<file path="src/rtl/ramShiftPkg.sv">
package ramShiftPkg;

  typedef struct packed {
    logic capStb;
    logic rdStb;
    logic wrStb;
  } seqStrobes_t;

  typedef enum logic [1:0] {
    PH_IDLE  = 2'd0,
    PH_READ  = 2'd1,
    PH_WRITE = 2'd2
  } seqPhase_t;

endpackage

</file>
<file path="src/rtl/ramShiftCtrl.sv">
module ramShiftCtrl
  import ramShiftPkg::*;
#(
  parameter int STAGE_DEPTH = 16,
  parameter int ADDR_W      = $clog2(STAGE_DEPTH)
) (
  input  logic              clk,
  input  logic              rstN,
  input  logic              bitEn,
  output seqStrobes_t       strb,
  output logic [ADDR_W-1:0] addr
);

  localparam logic [ADDR_W-1:0] LAST_ADDR = ADDR_W'(STAGE_DEPTH - 1);

  seqPhase_t phase;
  seqPhase_t phaseNext;

  always_comb begin
    phaseNext = phase;
    unique case (phase)
      PH_IDLE:  if (bitEn) phaseNext = PH_READ;
      PH_READ:  phaseNext = PH_WRITE;
      PH_WRITE: phaseNext = PH_IDLE;
      default:  phaseNext = PH_IDLE;
    endcase
  end

  always_comb begin
    strb.capStb = (phase == PH_IDLE) && bitEn;
    strb.rdStb  = (phase == PH_READ);
    strb.wrStb  = (phase == PH_WRITE);
  end

  always_ff @(posedge clk or negedge rstN) begin
    if (!rstN) begin
      phase <= PH_IDLE;
      addr  <= '0;
    end else begin
      phase <= phaseNext;
      if (phase == PH_WRITE) begin
        addr <= (addr == LAST_ADDR) ? '0 : addr + 1'b1;
      end
    end
  end

endmodule

</file>
<file path="src/rtl/ramShiftStage.sv">
module ramShiftStage #(
  parameter int STAGE_DEPTH = 16,
  parameter int ADDR_W      = $clog2(STAGE_DEPTH)
) (
  input  logic              clk,
  input  logic              rstN,
  input  logic              rdStb,
  input  logic              wrStb,
  input  logic [ADDR_W-1:0] addr,
  input  logic              wrBit,
  output logic              rdBit
);

  logic memArr [STAGE_DEPTH];

  always_ff @(posedge clk or negedge rstN) begin
    if (!rstN) begin
      for (int i = 0; i < STAGE_DEPTH; i++) begin
        memArr[i] <= 1'b0;
      end
      rdBit <= 1'b0;
    end else begin
      if (rdStb) begin
        rdBit <= memArr[addr];
      end
      if (wrStb) begin
        memArr[addr] <= wrBit;
      end
    end
  end

endmodule

</file>
<file path="src/rtl/ramShiftData.sv">
module ramShiftData
  import ramShiftPkg::*;
#(
  parameter int NUM_STAGES  = 4,
  parameter int STAGE_DEPTH = 16,
  parameter int ADDR_W      = $clog2(STAGE_DEPTH)
) (
  input  logic              clk,
  input  logic              rstN,
  input  seqStrobes_t       strb,
  input  logic [ADDR_W-1:0] addr,
  input  logic              serIn,
  output logic              serOut
);

  logic inBit;
  logic [NUM_STAGES-1:0] wrBits;
  logic [NUM_STAGES-1:0] rdBits;

  always_ff @(posedge clk or negedge rstN) begin
    if (!rstN) begin
      inBit <= 1'b0;
    end else if (strb.capStb) begin
      inBit <= serIn;
    end
  end

  for (genvar k = 0; k < NUM_STAGES; k++) begin : g_stage
    if (k == 0) begin : g_head
      assign wrBits[k] = inBit;
    end else begin : g_link
      assign wrBits[k] = rdBits[k-1];
    end

    ramShiftStage #(
      .STAGE_DEPTH(STAGE_DEPTH),
      .ADDR_W     (ADDR_W)
    ) stage_i (
      .clk  (clk),
      .rstN (rstN),
      .rdStb(strb.rdStb),
      .wrStb(strb.wrStb),
      .addr (addr),
      .wrBit(wrBits[k]),
      .rdBit(rdBits[k])
    );
  end

  always_ff @(posedge clk or negedge rstN) begin
    if (!rstN) begin
      serOut <= 1'b0;
    end else if (strb.wrStb) begin
      serOut <= rdBits[NUM_STAGES-1];
    end
  end

endmodule

</file>
<file path="src/rtl/ramShiftDelay.sv">
module ramShiftDelay
  import ramShiftPkg::*;
#(
  parameter int NUM_STAGES  = 4,
  parameter int STAGE_DEPTH = 16
) (
  input  logic clk,
  input  logic rstN,
  input  logic bitEn,
  input  logic serIn,
  output logic serOut
);

  localparam int ADDR_W = (STAGE_DEPTH > 1) ? $clog2(STAGE_DEPTH) : 1;

  seqStrobes_t       seqStb;
  logic [ADDR_W-1:0] stepAddr;

  ramShiftCtrl #(
    .STAGE_DEPTH(STAGE_DEPTH),
    .ADDR_W     (ADDR_W)
  ) ctrl_i (
    .clk  (clk),
    .rstN (rstN),
    .bitEn(bitEn),
    .strb (seqStb),
    .addr (stepAddr)
  );

  ramShiftData #(
    .NUM_STAGES (NUM_STAGES),
    .STAGE_DEPTH(STAGE_DEPTH),
    .ADDR_W     (ADDR_W)
  ) data_i (
    .clk   (clk),
    .rstN  (rstN),
    .strb  (seqStb),
    .addr  (stepAddr),
    .serIn (serIn),
    .serOut(serOut)
  );

endmodule

</file>
<file path="config.mk">
export PLATFORM = sky130hd
export DESIGN_NAME = ramShiftDelay
export DESIGN_NICKNAME = d
export VERILOG_FILES = /design/src/rtl/ramShiftPkg.sv /design/src/rtl/ramShiftCtrl.sv /design/src/rtl/ramShiftStage.sv /design/src/rtl/ramShiftData.sv /design/src/rtl/ramShiftDelay.sv
export SDC_FILE = /design/constraint.sdc
export NUM_CORES = 1
export LEC_CHECK = 0
export BUFFER_PORTS_ARGS = -buffer_cell sky130_fd_sc_hd__buf_4
export CORE_MARGIN = 1.5
export CORE_UTILIZATION = 57
export DETAILED_ROUTE_END_ITERATION = 10
export PLACE_DENSITY_LB_ADDON = 0.08
export RECOVER_POWER = 50
export SYNTH_ARGS = -nofsm -noshare
export SYNTH_HDL_FRONTEND = slang
export SYNTH_HIERARCHICAL = 1
export SYNTH_SLANG_ARGS = --single-unit
</file>
<file path="constraint.sdc">
create_clock -name clk -period 1.65 [get_ports clk]
set_input_delay 0.2475 -clock clk [delete_from_list [all_inputs] [get_ports clk]]
set_output_delay 0.2475 -clock clk [all_outputs]
set_load 0.005 [all_outputs]
</file>
==> results.rst <==
.. list-table::
   :header-rows: 1

   * - Metric
     - Value
   * - Status
     - finished clean
   * - Number of nets still failing antenna checks after routing
     - 0
   * - Final Hold Vio Count
     - 0
   * - Proportion of synthesized flip-flops having asynchronous set or reset
     - 1.00
   * - Vias in the first global route
     - 2581
   * - Proportion of layout cells with a drive suffix above 1
     - 0.402
   * - Cell at the slowest stage of the critical path
     - dfrtp_1
   * - Slew of the pin with the lowest slew margin
     - 861 ps
   * - Cells taking the most area after synthesis
     - dfrtp_1 (49%), mux2_2 (18%), mux4_2 (9.2%), nor2_1 (5.4%), nand3b_1 (3.1%)
   * - Total setup violations reported at the end of the flow
     - 0
   * - Register area
     - 1900 µm²
   * - Number of vias per cell
     - 5.90
   * - Number of placement rows
     - 29
   * - Total of buffers placed on input and output ports
     - 4
   * - Die Height
     - 85.8 µm
   * - Number of diodes added for antenna fixing
     - 0
   * - Total chip power
     - 7.29 mW
   * - Starting density of the core
     - 0.601
   * - Power density relative to cell area
     - 1640 nW/µm²
   * - Global-route wire length before repair
     - 12500 µm
   * - Yosys warns
     - 6
   * - Reported leakage power
     - 1.94 nW
   * - Number of synthesized register bits
     - 76
   * - Arrival time at the worst endpoint
     - 1800 ps
   * - Vias post-DR
     - 2448
   * - Final std cell area, no fill
     - 4440 µm²
   * - Most common flop cell mapped by yosys
     - dfrtp_1
   * - Final Cycle Share
     - 0.951
   * - Slew Limit Headroom
     - 0.426
   * - Area used by multi-input combinational logic
     - 1910 µm²
   * - Startpoint kind of the worst setup timing path
     - flip-flop
   * - Antenna violations before repair
     - 0
   * - Maximum number of pins on one net before global-route repair
     - 35
   * - Die span in x
     - 85.8 µm
   * - Number of instances in the placed design
     - 397
   * - Cell with the most instances after synthesis
     - dfrtp_1
   * - H-tree levels
     - 3
   * - Share of the yosys chip area belonging to registers
     - 0.487
   * - Pins over their slew limit
     - 0
   * - Routed Wire Length
     - 7360 µm
   * - Cell type with the largest total area after synthesis
     - dfrtp_1
   * - Layout Skew
     - 9.13 ps
   * - Shortest clock period the worst path allows after layout
     - 1570 ps
   * - Final Worst Setup Slack
     - 80.1 ps
   * - Grt ovf
     - 0
   * - Cell-by-cell trace of the critical path
     - nand2b_4 > inv_6 > buf_12 > nand3b_1 > nor2_1 > mux2_2
   * - Clock root cell
     - clkbuf_8
   * - Total global-route track usage
     - 0.222
   * - Overall die area
     - 7360 µm²
   * - Core Util, Final
     - 0.683
   * - Detailed-router iteration count before antenna repair
     - 4
   * - Max Root-Sink Buffers
     - 2
   * - Maximum vdd drop
     - 859 µV
   * - Number of maximum-capacitance violations
     - 0
   * - Start-to-end type of the worst setup path
     - reg -> reg
   * - Share of the synthesized area in the top cell type
     - 0.487
   * - Clock sink count
     - 76
   * - Syn Area/Cell
     - 12.4 µm²
   * - Number of fill cells in the layout
     - 472
   * - Cell area after synthesis
     - 3900 µm²
   * - Worst-path fanout max
     - 6
   * - Stage delay of the slowest cell on the critical path
     - 380 ps
   * - Placer congestion estimate
     - 0.818
   * - Number of ports placed on the die boundary
     - 5
   * - Synthesized Nets
     - 319
   * - Worst endpoint required time
     - 1880 ps
   * - Area grow syn2layout
     - 13.6%
   * - Number of remaining DRC errors
     - 0
   * - CP endpoint kind
     - flip-flop
   * - Placement Cell Area
     - 4170 µm²
   * - Post-synth cell types
     - 32
   * - Path category of the worst min-delay check
     - in -> reg
   * - Maximum achievable frequency
     - 637 MHz
   * - CTS buffer count
     - 9
   * - Most instantiated cells after synthesis
     - dfrtp_1 (76), mux2_2 (64), nor2_1 (56)
   * - Detailed Place HPWL
     - 4720 µm
   * - Finished Layout Cells
     - 415
   * - Iteration-0 DRC Markers
     - 67
   * - TritonCTS clock tree
     - built
   * - Clk_lat worst skew
     - 350 ps
   * - EDFF count, synth
     - 0
   * - Total negative setup slack
     - 0 ps
   * - Floorplan core area
     - 6490 µm²
   * - Number of nets in the layout
     - 339
   * - Wire per inst
     - 17.7 µm
   * - Cells after synthesis
     - 314
   * - Clock transition at the register clock pins on the worst setup and hold paths after CTS
     - 70 ps
   * - Setup Slack @ Placement
     - 41.6 ps
   * - Worst slack on hold paths
     - 141 ps
==> cells by family after synthesis <==
| family | Yosys count | synth area share |
|---|---|---|
| buffers and inverters | 19 | 0.0295 |
| multiplexers | 86 | 0.295 |
| adder cells (fa/ha/maj) | 1 | 0.00320 |
| AO/OA/AOI/OAI | 13 | 0.0256 |
| XOR/XNOR | 1 | 0.00224 |
| flip-flops | 76 | 0.487 |
| AND/OR/NAND/NOR | 118 | 0.158 |
==> timing repair <==
action                     4_1_cts  5_1_grt
setup endpoints to repair        0       18
setup buffers                    0        1
hold buffers                     1        0
hold endpoints to repair        31        0
gates resized for setup          0        6
==> power breakdown <==
group          internal, mW  switching [mW]  total [mW]
clock network         0.814           0.653        1.47
logic                  1.57            1.22        2.79
registers              2.49           0.544        3.03
==> cell type report <==
cell class,instances,share of cell area
Tap cell,77,0.0217
Multi-Input combinational cell,219,0.430
Clock buffer,12,0.0372
Clock inverter,3,0.0102
Sequential cell,76,0.429
Timing Repair Buffer,26,0.0694
Inverter,2,0.00282
==> layer usage <==
metal,global-route usage,share of wire
met2,0.359,0.50
met3,0.0606,0.031
met1,0.295,0.46
met4,0.0718,0.012
met5,0,0
==> cell usage in the layout (no fill, tap or decap), drive strengths merged <==
cell type    synthesis  routed
nand4                1       1
o31ai                1       1
a21o                 1       1
or2                  4       4
clkbuf               4      16
bufinv               0       1
mux2                66      66
nand3b              16      16
xnor2                1       1
mux4                16      16
nand2b               9       9
dfrtp               76      76
clkinvlp             0       2
nor2                56      56
nand2               12      12
a221oi               4       4
dlygate4sd3          0       1
inv                  2       2
ha                   1       1
nor3b                6       6
nand3                8       8
o22ai                4       4
a21oi                1       1
and2b                2       2
o21ai                1       1
buf                 13      21
a311oi               1       1
and2                 4       4
mux2i                4       4
==> state kept, by name, summed over array words and instances (netlist names) <==
| register | flops |
|---|---|
| data_i/g_stage.stage_i/rdBit | 4 |
| ctrl_i/phase | 2 |
| data_i/serOut | 1 |
| data_i/g_stage.stage_i/memArr | 64 |
| data_i/inBit | 1 |
| ctrl_i/addr | 4 |
==> critical path, delay by kind of cell (launching register included) <==
family,cells,cell delay [ps]
simple gates,3,520
mux,1,350
buf+inv,2,200
flops,1,380
==> worst paths after layout <==
path / from / to / slack, ps / depth (start not counted)
worst max-delay path: ctrl_i/phase[0] / data_i/g_stage[0].stage_i/memArr[10] / 80 / 6
worst min-delay path: serIn / data_i/inBit / 140 / 2
worst max register to register: ctrl_i/phase[0] / data_i/g_stage[0].stage_i/memArr[10] / 80 / 6
worst min register to register: data_i/g_stage[3].stage_i/memArr[13] / data_i/g_stage[3].stage_i/memArr[13] / 500 / 1
max in group asynchronous: rstN / data_i/g_stage[2].stage_i/memArr[1] / 290 / 3
min in group asynchronous: rstN / data_i/g_stage[0].stage_i/memArr[7] / 540 / 2
Note: power is estimated with default switching activity, not from simulation.
